File: config.mk
export PLATFORM = sky130hd
export DESIGN_NAME = fp2uint_ceil
export DESIGN_NICKNAME = d
export VERILOG_FILES = /design/src/rtl/fpcvt_pkg.sv /design/src/rtl/fpcvt_field.sv /design/src/rtl/fpcvt_ctrl.sv /design/src/rtl/fpcvt_datapath.sv /design/src/rtl/fp2uint_ceil.sv
export SDC_FILE = /design/constraint.sdc
export NUM_CORES = 1
export LEC_CHECK = 0
export ABC_AREA = 1
export ABC_CLOCK_PERIOD_IN_PS = 800
export BUFFER_PORTS_ARGS = -buffer_cell sky130_fd_sc_hd__buf_2
export CAP_MARGIN = 20
export CELL_PAD_IN_SITES_DETAIL_PLACEMENT = 1
export CELL_PAD_IN_SITES_GLOBAL_PLACEMENT = 1
export CORE_UTILIZATION = 37
export CTS_CLUSTER_SIZE = 24
export DETAILED_ROUTE_END_ITERATION = 16
export PLACE_DENSITY_LB_ADDON = 0.1
export SLEW_MARGIN = 5
export SYNTH_ARGS = -nofsm -noshare
export SYNTH_HDL_FRONTEND = slang
export SYNTH_SLANG_ARGS = --single-unit
File: constraint.sdc
create_clock -name clk -period 0.8 [get_ports clk]
set_input_delay 0.16 -clock clk [delete_from_list [all_inputs] [get_ports clk]]
set_output_delay 0.16 -clock clk [all_outputs]
set_load 0.01 [all_outputs]
File: src/rtl/fpcvt_pkg.sv
package fpcvt_pkg;

  localparam int OPER_W   = 64;  // widest source operand
  localparam int INT_W    = 64;  // widest integer result
  localparam int NARROW_W = 32;  // narrow integer result
  localparam int CFRAC_W  = 52;  // common aligned fraction width
  localparam int CEXP_W   = 13;  // signed unbiased exponent width
  localparam int N_FMT    = 3;

  typedef enum logic [1:0] {
    FMT_SINGLE = 2'b00,
    FMT_DOUBLE = 2'b01,
    FMT_BAD    = 2'b10,
    FMT_HALF   = 2'b11
  } srcFmt_e;

  // strobes from control to datapath
  typedef struct packed {
    logic       load;
    logic       illegal;
    logic       wide;
    srcFmt_e    fmt;
    logic [1:0] trapMask;   // [0] invalid, [1] inexact
  } cvtCtrl_t;

  // format slot g: 0 half, 1 single, 2 double
  function automatic int fmtExpW(input int g);
    case (g)
      0:       return 5;
      1:       return 8;
      default: return 11;
    endcase
  endfunction

  function automatic int fmtFracW(input int g);
    case (g)
      0:       return 10;
      1:       return 23;
      default: return 52;
    endcase
  endfunction

endpackage

File: src/rtl/fpcvt_field.sv
module fpcvt_field #(
  parameter int EXP_W   = 8,
  parameter int FRAC_W  = 23,
  parameter int CFRACW  = 52,
  parameter int EXPOUTW = 13
) (
  input  logic [EXP_W+FRAC_W:0]      bits,
  output logic                       sign,
  output logic                       expMax,
  output logic                       expZero,
  output logic                       fracZero,
  output logic signed [EXPOUTW-1:0]  expUnb,
  output logic [CFRACW-1:0]          fracAl
);
  localparam int BIAS = (1 << (EXP_W - 1)) - 1;
  localparam int TOP  = EXP_W + FRAC_W;

  logic [EXP_W-1:0]  expField;
  logic [FRAC_W-1:0] fracField;

  assign sign      = bits[TOP];
  assign expField  = bits[TOP-1:FRAC_W];
  assign fracField = bits[FRAC_W-1:0];
  assign expMax    = &expField;
  assign expZero   = ~|expField;
  assign fracZero  = ~|fracField;
  assign expUnb    = $signed(EXPOUTW'(expField)) - $signed(EXPOUTW'(BIAS));
  assign fracAl    = CFRACW'(fracField) << (CFRACW - FRAC_W);

endmodule

File: src/rtl/fpcvt_ctrl.sv
module fpcvt_ctrl
  import fpcvt_pkg::*;
(
  input  logic       clk,
  input  logic       rstN,
  input  logic       inValid,
  input  logic [1:0] opType,
  input  logic       resWide,
  input  logic [1:0] trapEnable,
  output cvtCtrl_t   ctl,
  output logic       outValid,
  output logic       illegalOp
);
  srcFmt_e fmtCode;
  logic    isBad;

  assign fmtCode = srcFmt_e'(opType);
  assign isBad   = (fmtCode == FMT_BAD);

  always_comb begin
    ctl          = '0;
    ctl.load     = inValid & ~isBad;
    ctl.illegal  = inValid & isBad;
    ctl.wide     = resWide;
    ctl.fmt      = fmtCode;
    ctl.trapMask = trapEnable;
  end

  always_ff @(posedge clk or negedge rstN) begin
    if (!rstN) begin
      outValid  <= 1'b0;
      illegalOp <= 1'b0;
    end else begin
      outValid  <= inValid;
      illegalOp <= inValid & isBad;
    end
  end

endmodule

File: src/rtl/fpcvt_datapath.sv
module fpcvt_datapath
  import fpcvt_pkg::*;
(
  input  logic              clk,
  input  logic              rstN,
  input  cvtCtrl_t          ctl,
  input  logic [OPER_W-1:0] operand,
  output logic [INT_W-1:0]  result,
  output logic              flagInvalid,
  output logic              flagInexact,
  output logic              trapReq
);
  localparam int SHIFT_W = 2 * INT_W;
  localparam int SIG_W   = CFRAC_W + 1;
  localparam int SHAMT_W = $clog2(INT_W);

  // ---------------- unpack, one extractor per format ----------------
  logic [N_FMT-1:0]          sgnV, expMaxV, expZeroV, fracZeroV;
  logic signed [CEXP_W-1:0]  expV  [N_FMT];
  logic [CFRAC_W-1:0]        fracV [N_FMT];

  for (genvar g = 0; g < N_FMT; g++) begin : gFmt
    localparam int EW = fmtExpW(g);
    localparam int FW = fmtFracW(g);
    fpcvt_field #(.EXP_W(EW), .FRAC_W(FW), .CFRACW(CFRAC_W), .EXPOUTW(CEXP_W)) uField (
      .bits    (operand[EW+FW:0]),
      .sign    (sgnV[g]),
      .expMax  (expMaxV[g]),
      .expZero (expZeroV[g]),
      .fracZero(fracZeroV[g]),
      .expUnb  (expV[g]),
      .fracAl  (fracV[g])
    );
  end

  int unsigned sel;
  always_comb begin
    case (ctl.fmt)
      FMT_HALF:   sel = 0;
      FMT_SINGLE: sel = 1;
      default:    sel = 2;
    endcase
  end

  logic                      sgn, isNan, isInf, isZero, isSub;
  logic signed [CEXP_W-1:0]  expUnb;
  logic [CFRAC_W-1:0]        frac;

  assign sgn    = sgnV[sel];
  assign isNan  = expMaxV[sel] & ~fracZeroV[sel];
  assign isInf  = expMaxV[sel] &  fracZeroV[sel];
  assign isZero = expZeroV[sel] & fracZeroV[sel];
  assign isSub  = expZeroV[sel] & ~fracZeroV[sel];
  assign expUnb = expV[sel];
  assign frac   = fracV[sel];

  // ---------------- integer part and ceiling ----------------
  logic              belowOne, aboveRange;
  logic [SHIFT_W-1:0] shifted;
  logic [INT_W-1:0]  intPart;
  logic              fracNz;
  logic [INT_W:0]    rounded, maxVal;
  logic [SHAMT_W-1:0] shamt;

  assign belowOne   = isSub | (expUnb < 0);
  assign aboveRange = (expUnb >= $signed(CEXP_W'(INT_W)));
  assign shamt      = expUnb[SHAMT_W-1:0];
  assign shifted    = SHIFT_W'({1'b1, frac}) << shamt;
  assign intPart    = shifted[CFRAC_W +: INT_W];
  assign fracNz     = |shifted[CFRAC_W-1:0];
  assign rounded    = {1'b0, intPart} + (INT_W+1)'(fracNz);
  assign maxVal     = ctl.wide ? {1'b0, {INT_W{1'b1}}}
                               : (INT_W+1)'({NARROW_W{1'b1}});

  logic [INT_W-1:0] convVal;
  logic             excInv, excInx;

  always_comb begin
    convVal = '0;
    excInv  = 1'b0;
    excInx  = 1'b0;
    if (isNan) begin
      excInv = 1'b1;
    end else if (isInf) begin
      excInv  = 1'b1;
      convVal = sgn ? '0 : maxVal[INT_W-1:0];
    end else if (isZero) begin
      convVal = '0;
    end else if (sgn) begin
      if (belowOne) excInx = 1'b1;   // ceiling of (-1,0) is zero
      else          excInv = 1'b1;
    end else if (belowOne) begin
      convVal = INT_W'(1);
      excInx  = 1'b1;
    end else if (aboveRange || (rounded > maxVal)) begin
      convVal = maxVal[INT_W-1:0];
      excInv  = 1'b1;
    end else begin
      convVal = rounded[INT_W-1:0];
      excInx  = fracNz;
    end
  end

  // ---------------- exception routing and output register ----------------
  logic trapInv, trapInx;
  assign trapInv = excInv & ctl.trapMask[0];
  assign trapInx = excInx & ctl.trapMask[1];

  always_ff @(posedge clk or negedge rstN) begin
    if (!rstN) begin
      result      <= '0;
      flagInvalid <= 1'b0;
      flagInexact <= 1'b0;
      trapReq     <= 1'b0;
    end else if (ctl.load) begin
      result      <= convVal;
      flagInvalid <= excInv & ~trapInv;
      flagInexact <= excInx & ~trapInx;
      trapReq     <= trapInv | trapInx;
    end else if (ctl.illegal) begin
      result      <= '0;
      flagInvalid <= 1'b0;
      flagInexact <= 1'b0;
      trapReq     <= 1'b0;
    end
  end

endmodule

File: src/rtl/fp2uint_ceil.sv
module fp2uint_ceil
  import fpcvt_pkg::*;
(
  input  logic        clk,
  input  logic        rstN,
  input  logic        inValid,
  input  logic [1:0]  opType,
  input  logic        resWide,
  input  logic [63:0] operand,
  input  logic [1:0]  trapEnable,
  output logic        outValid,
  output logic [63:0] result,
  output logic        flagInvalid,
  output logic        flagInexact,
  output logic        trapReq,
  output logic        illegalOp
);
  cvtCtrl_t ctl;

  fpcvt_ctrl uCtrl (
    .clk       (clk),
    .rstN      (rstN),
    .inValid   (inValid),
    .opType    (opType),
    .resWide   (resWide),
    .trapEnable(trapEnable),
    .ctl       (ctl),
    .outValid  (outValid),
    .illegalOp (illegalOp)
  );

  fpcvt_datapath uData (
    .clk        (clk),
    .rstN       (rstN),
    .ctl        (ctl),
    .operand    (operand),
    .result     (result),
    .flagInvalid(flagInvalid),
    .flagInexact(flagInexact),
    .trapReq    (trapReq)
  );

endmodule

==> metrics.md, run 1 <==
| Metric | Value |
|---|---|
| Largest family of logic cells by synthesized area | `simple AND/OR/NAND/NOR gates` |
| Post-synth top area share | `roughly 28%` |
| # port buffers | `140` |
| Xor/xnor share of the synthesized area | `1.73%` |
| Die H | `194 microns` |
| Detailed Place HPWL | `75100 microns` |
| Cells after DPL | `3870` |
| Overall Global Routing Usage | `79.6%` |
| Area leader, netlist | `nand2_1` |
| Adder-cell share of the synthesized area | `4.02%` |
| Die X | `slightly below 200 microns` |
| Initial Utilization | `37.5%` |
| Mapped Area | `0.0137 sq mm` |
| Pin count of the biggest net entering global routing | `70` |
| FP Rows | `70` |
| # IOs | `around 140` |
| Mapped Nets | `2755` |
| Total gr overflow | `approximately 140` |
| Synthesized flop and latch total | `69` |
| Post-Syn Instances | `2639` |
| Synth Area in Simple Gates | `64.2%` |
| TritonCTS Sinks | `69` |
| First error message | `[ERROR GRT-0232] Routing congestion too high. Check the congestion heatmap in the GUI.` |
| Yosys warnings | `0` |
| Multiplexer share of the synthesized area | `less than 1%` |
| Area contributors post-synth | `nand2_1, nand3_1, dfrtp_1` |
| Syn_area_per_cell | `just over 5 sq um` |
| Clk root buf | `clkbuf_16` |
| Placer Congestion | `1.03` |
| CTS buffer count | `9` |
| Synth Area in Compound Gates | `6.64%` |
| Sequential fraction of the synthesis area | `~13%` |
| Result of the run | `aborted with a tool error` |
| H-tree depth | `3` |
| Number of distinct library cells after synthesis | `between 40 and 50` |
| Failed at | `global routing` |
| CTS Buffer Depth | `2` |
==> stage by stage <==
| step | setup slack [ps] | hold slack, ps | cell area [sq um] |
|---|---|---|---|
| floorplan | -5060 | -136 | 13900 |
| global placement | -6470 | 198 | 20500 |
| detailed placement | -7060 | 216 | 20500 |
| CTS | -5990 | 71.6 | 22400 |
==> synth_stat cells, drive strengths merged <==
cell type  number
a2111o          1
mux2i           1
nor4           16
o211ai          3
and2            3
nor2          210
a221oi          2
inv           152
xnor2           7
dfrtp          69
a31oi           5
nor3           22
nand3b          6
nand3         642
xor2           20
or2             5
a2111oi         4
buf           125
a211oi          2
o21ai          99
a21oi          39
nand2        1020
o2111ai         1
a22oi           1
o221ai          1
nand4          89
o311ai          1
clkbuf         42
nor4b           1
ha             44
o22ai           2
o21bai          2
clkinv          1
a32oi           1
==> logic make-up after synthesis <==
kind of cell	Yosys count
compound gates	164
xor+xnor	27
fa+ha+maj	44
buf+inv	320
flops	69
mux	1
simple gates	2014
==> timing repair <==
action / in CTS
pin swaps: 33
hold buffers: 1
cloned: 11
buffers inserted: 47
hold endpoints to repair: 69
gates resized for setup: 193
setup endpoints to repair: 136
==> per-layer routing <==
| metal | GRT usage (%) | overflow |
|---|---|---|
| met4 | 78.5 | 66 |
| met2 | 95.6 | 66 |
| met3 | 65.0 | 2 |
| met5 | 34.4 | 1 |
| met1 | 79.9 | 0 |
==> run 2: changes to the inputs <==
ABC_CLOCK_PERIOD_IN_PS = 1000   (was 800)
CELL_PAD_IN_SITES_DETAIL_PLACEMENT = default   (was 1)
CELL_PAD_IN_SITES_GLOBAL_PLACEMENT = default   (was 1)
CORE_UTILIZATION = 31   (was 37)
CTS_CLUSTER_SIZE = default   (was 24)
PLACE_DENSITY_LB_ADDON = 0.15   (was 0.1)
clock period = 1 ns   (was 0.8 ns; I/O delays follow)
==> metrics.md, run 2 <==
| Metric | Value |
|---|---|
| Layout cell share with drive strength beyond 1 | `37.9%` |
| Crit path required time | `1280 ps` |
| Tcrit/Tclk final | `659%` |
| Commonest non-fill, non-tap cell in the layout | `nand2_1` |
| # port buffers | `140 (unchanged)` |
| Detailed Place HPWL | `65800 microns (-12%)` |
| Startpoint Class | `primary input` |
| First-pass GRT wire length | `122000 microns` |
| CTS tree | `yes` |
| Mapped Nets | `2755 (unchanged)` |
| TritonCTS Sinks | `69 (unchanged)` |
| Number of distinct library cells after synthesis | `47 (unchanged)` |
| Critical path class | `in -> reg` |
| Post-Syn Instances | `2639 (unchanged)` |
| Pin count of the biggest net entering global routing | `70` |
| RSZ-0062 raised after global routing | `true` |
| Sequential fraction of the synthesis area | `12.6% (unchanged)` |
| Fillers | `approximately 4500` |
| Synth top cells by count | `nand2_1, nand3_1, nor2_1` |
| CTS buffer count | `9 (unchanged)` |
| Synthesized flop and latch total | `69 (unchanged)` |
| Area Growth Syn to Fin | `72.3%` |
| CP bufs+invs | `14` |
| Total gr overflow | `0` |
| Pins Over Slew Limit | `0` |
| Post-synth top area share | `27.7% (unchanged)` |
| Most frequent cells in the layout | `nand2_1, buf_4, nand3_1, nor2_1, inv_1` |
| Clk root buf | `clkbuf_16` |
| # DRC | `0` |
| R2r setup slk | `220 ps` |
| Crit end category | `register` |
| Clk slew on worst S/H paths | `50 ps` |
| Power per cell area | `between 1000 and 1500 mW/mm^2` |
| Pleak | `around 12 nW` |
| Fmax | `between 0.15 and 0.2 GHz` |
| Hold Startpoint | `inValid` |
| Final WS setup | `-5590 ps` |
| TritonRoute pass-1 iters | `7` |
| Result of the run | `finished, violations left` |
| Failing checks | `negative setup slack` |
| Max-slew headroom | `between 50 and 60%` |
| # Max-Cap Violations | `0` |
| Final wirelength | `82000 microns` |
| Adder-cell share of the synthesized area | `4.02% (unchanged)` |
| H-tree depth | `3 (unchanged)` |
| Core area | `around 0.043 sq mm` |
| Final setup fails | `136` |
| Hold Crit Class | `in -> reg` |
| Hold Fails Final Rpt | `0` |
| Most common cell in the synthesized netlist | `nand2_1` |
| Multiplexer share of the synthesized area | `0.0730% (unchanged)` |
| Biggest register | `uData.result` |
| Synth Area in Simple Gates | `64.2% (unchanged)` |
| Max VDD drop | `0.944 mV` |
| Placer Congestion | `1.03 (+0.19%)` |
| Via density | `5.34` |
| Slowest CP cell | `a2111oi_2` |
| Hold path cells | `2` |
| DR WL/cell | `~20 microns` |
| Reg2Reg Depth | `3` |
| Largest family of logic cells by synthesized area | `simple AND/OR/NAND/NOR gates` |
| Crit path DAT | `around 7000 ps` |
| Asr flop ratio synth | `100% (unchanged)` |
| Syn_area_per_cell | `5.19 sq um (unchanged)` |
| Initial Utilization | `31.6% (-5.9 points)` |
| Final nets | `3621` |
| FP Rows | `76 (+8.6%)` |
| Reg-to-reg critical path startpoint | `uData.result[6]$_DFFE_PN0P_` |
| Final instance area | `~0.024 sq mm` |
| Xor/xnor share of the synthesized area | `1.73% (unchanged)` |
| Worst-Skew Late Latency | `340 ps` |
| CTS Buffer Depth | `2 (unchanged)` |
| Initial DRC count | `2237` |
| Tmin final | `6590 ps` |
| Max FO, Critical Path | `20` |
| DP Area | `0.0207 sq mm (+0.79%)` |
| Post-synth EDFFs | `0 (unchanged)` |
| Area contributors post-synth | `nand2_1, nand3_1, dfrtp_1` |
| Die H | `212 microns (+9.2%)` |
| Slew @ Worst Pin | `663 ps` |
| DR vias | `around 22000` |
| Initial antenna violation count | `2` |
| Number of flip-flops in the largest register | `64` |
| Critical R2R Capture | `uData.result[6]$_DFFE_PN0P_` |
| # IOs | `141 (unchanged)` |
| Yosys warnings | `0 (unchanged)` |
| Overall Global Routing Usage | `35.9%` |
| Min Hold Slack | `87.2 ps` |
| Area leader, netlist | `nand2_1` |
| Vias in the first global route | `about 21000` |
| Clock skew | `0 ps` |
| DRT antenna net count | `0` |
| CP max stage delay | `about 380 ps` |
| Endpoint, Worst Hold | `uCtrl.outValid$_DFF_PN0_` |
| Die area | `0.0451 sq mm` |
| CP top delay family | `simple AND/OR/NAND/NOR gates` |
| Synth Area in Compound Gates | `6.64% (unchanged)` |
| Top FF cell, synth | `dfrtp_1` |
| Mapped Area | `0.0137 sq mm (unchanged)` |
| Die X | `212 microns (+9.2%)` |
-- run 2: cell counts after synthesis --
No cell type changed its count.
-- run 2: area by class of cell --
cell class | instances | area, sq um | share of cell area, %
repair buffers | 1021 | 8420 | 35.7
multi-input cells | 2250 | 11800 | 50.1
clock buffers | 10 | 229 | 0.969
repair inverters | 1 | 8.76 | 0.0371
inverters | 153 | 611 | 2.58
well taps | 585 | 732 | 3.10
clock inverters | 6 | 63.8 | 0.270
flip-flops and latches | 69 | 1730 | 7.31
diodes | 1 | 2.50 | 0.0106
-- run 2: cells by family (layout without fill, tap and decap cells) --
family / Yosys count / count (layout)
other: 0 / 1
multiplexers: 1 / 1
adder cells (fa/ha/maj): 44 / 44
buffers and inverters: 320 / 1191
flip-flops: 69 / 69
AND/OR/NAND/NOR: 2014 / 2014
AO/OA/AOI/OAI: 164 / 164
XOR/XNOR: 27 / 27
-- run 2: stage by stage --
step | total power (W) | TNS [ps] | worst slack, ps | std cells | utilization (%)
CTS | 0.0313 | -357990 | -5330 | 4051 | 52.3
floorplan | 0.0138 | -324550 | -4900 | 2639 | -
detailed placement | 0.0259 | -427750 | -6500 | 3984 | 47.7
finish | 0.0331 | -370350 | -5590 | 4096 | 54.5
global route | 0.0350 | -401800 | -6030 | 4095 | 54.5
global placement | 0.0259 | -428310 | -6520 | 3984 | 47.7
-- run 2: power breakdown --
part           internal (W)  total, W  switching [W]
combinational        0.0117    0.0265         0.0148
clock               0.00192   0.00314        0.00121
sequential          0.00322   0.00349       0.000264
-- run 2: timing repair --
item / in CTS / in global routing
setup endpoints to repair: 136 / 136
cloned: 14 / 5
buffers inserted: 38 / 39
endpoints found under the hold margin: 69 / 0
hold buffers: 1 / 0
resized for setup: 244 / 123
pin swaps: 41 / 24
-- run 2: how the worst max path moves through the flow --
stage               startpoint                      endpoint  slack [ps]  cells after the start
floorplan            opType[0]  uData.result[32]$_DFFE_PN0P_       -4900                     47
global placement     opType[0]  uData.result[54]$_DFFE_PN0P_       -6520                     46
detailed placement   opType[0]  uData.result[54]$_DFFE_PN0P_       -6500                     49
CTS                  opType[0]  uData.result[35]$_DFFE_PN0P_       -5330                     48
global route         opType[0]  uData.result[37]$_DFFE_PN0P_       -6030                     51
finish               opType[0]  uData.result[37]$_DFFE_PN0P_       -5590                     41
-- run 2: per-layer routing --
metal / global-route usage [%] / wire [microns] / part of all wire [%] / vias to the layer above
met5: 0 / 0 / 0 / -
met4: 9.68 / 2320 / 2.8 / 0
met3: 6.60 / 7430 / 9.1 / 136
met2: 55.5 / 34700 / 42 / 916
met1: 50.5 / 37500 / 46 / 10300
li1: - / - / - / 10500
No activity file was read; power rests on OpenSTA's default activity.
==> run 3: changes to the inputs <==
CORE_UTILIZATION = 62   (was 31)
SETUP_SLACK_MARGIN = 0.1   (was default)
==> metrics.md, run 3 <==
| Metric | Value |
|---|---|
| # port buffers | `140 (unchanged)` |
| FP Rows | `54 (-29%)` |
| Area leader, netlist | `nand2_1` |
| CTS buffer count | `9 (unchanged)` |
| Post-Syn Instances | `2639 (unchanged)` |
| CTS Buffer Depth | `2 (unchanged)` |
| Clk root buf | `clkbuf_16` |
| Postcts setup bufs | `91 (+140%)` |
| Placer Congestion | `1.24 (+20%)` |
| First error message | `[ERROR DPL-0038] Utilization greater than 100%, impossible to legalize` |
| Failed at | `clock tree synthesis` |
| Die X | `151 microns (-29%)` |
| Post-synth top area share | `27.7% (unchanged)` |
| # IOs | `141 (unchanged)` |
| Post-synth EDFFs | `0 (unchanged)` |
| Mapped Area | `0.0137 sq mm (unchanged)` |
| Die H | `151 microns (-29%)` |
| Syn_area_per_cell | `5.19 sq um (unchanged)` |
| Detailed Place HPWL | `55700 microns (-15%)` |
| Most common cell in the synthesized netlist | `nand2_1` |
| TritonCTS Sinks | `69 (unchanged)` |
| Number of distinct library cells after synthesis | `47 (unchanged)` |
| Hold buffer count at cts | `2 (+1)` |
| Initial Utilization | `63.0% (+31 points)` |
| Result of the run | `aborted with a tool error` |
| Asr flop ratio synth | `100% (unchanged)` |
| Mapped Nets | `2755 (unchanged)` |
| Synthesized flop and latch total | `69 (unchanged)` |
| Area contributors post-synth | `nand2_1, nand3_1, dfrtp_1` |
| Top FF cell, synth | `dfrtp_1` |
| Sequential fraction of the synthesis area | `12.6% (unchanged)` |
| Synth top cells by count | `nand2_1, nand3_1, nor2_1` |
| Yosys warnings | `0 (unchanged)` |
| H-tree depth | `3 (unchanged)` |
| Cts repair resizes | `323 (+32%)` |
## run 3: cell counts after synthesis
No cell type changed its count.
## run 3: cells by family after synthesis
family | synth area share (%)
multiplexers | 0.0730
buffers and inverters | 10.7
AO/OA/AOI/OAI | 6.64
XOR/XNOR | 1.73
flip-flops | 12.6
AND/OR/NAND/NOR | 64.2
adder cells (fa/ha/maj) | 4.02
## run 3: through the flow
stage	hold slack (ps)	cell area (sq um)	setup WS (ps)	cells
3_3_place_gp	232	19300	-5840	3555
3_5_place_dp	241	19300	-6680	3555
2_1_floorplan	-95.6	13900	-4900	2639
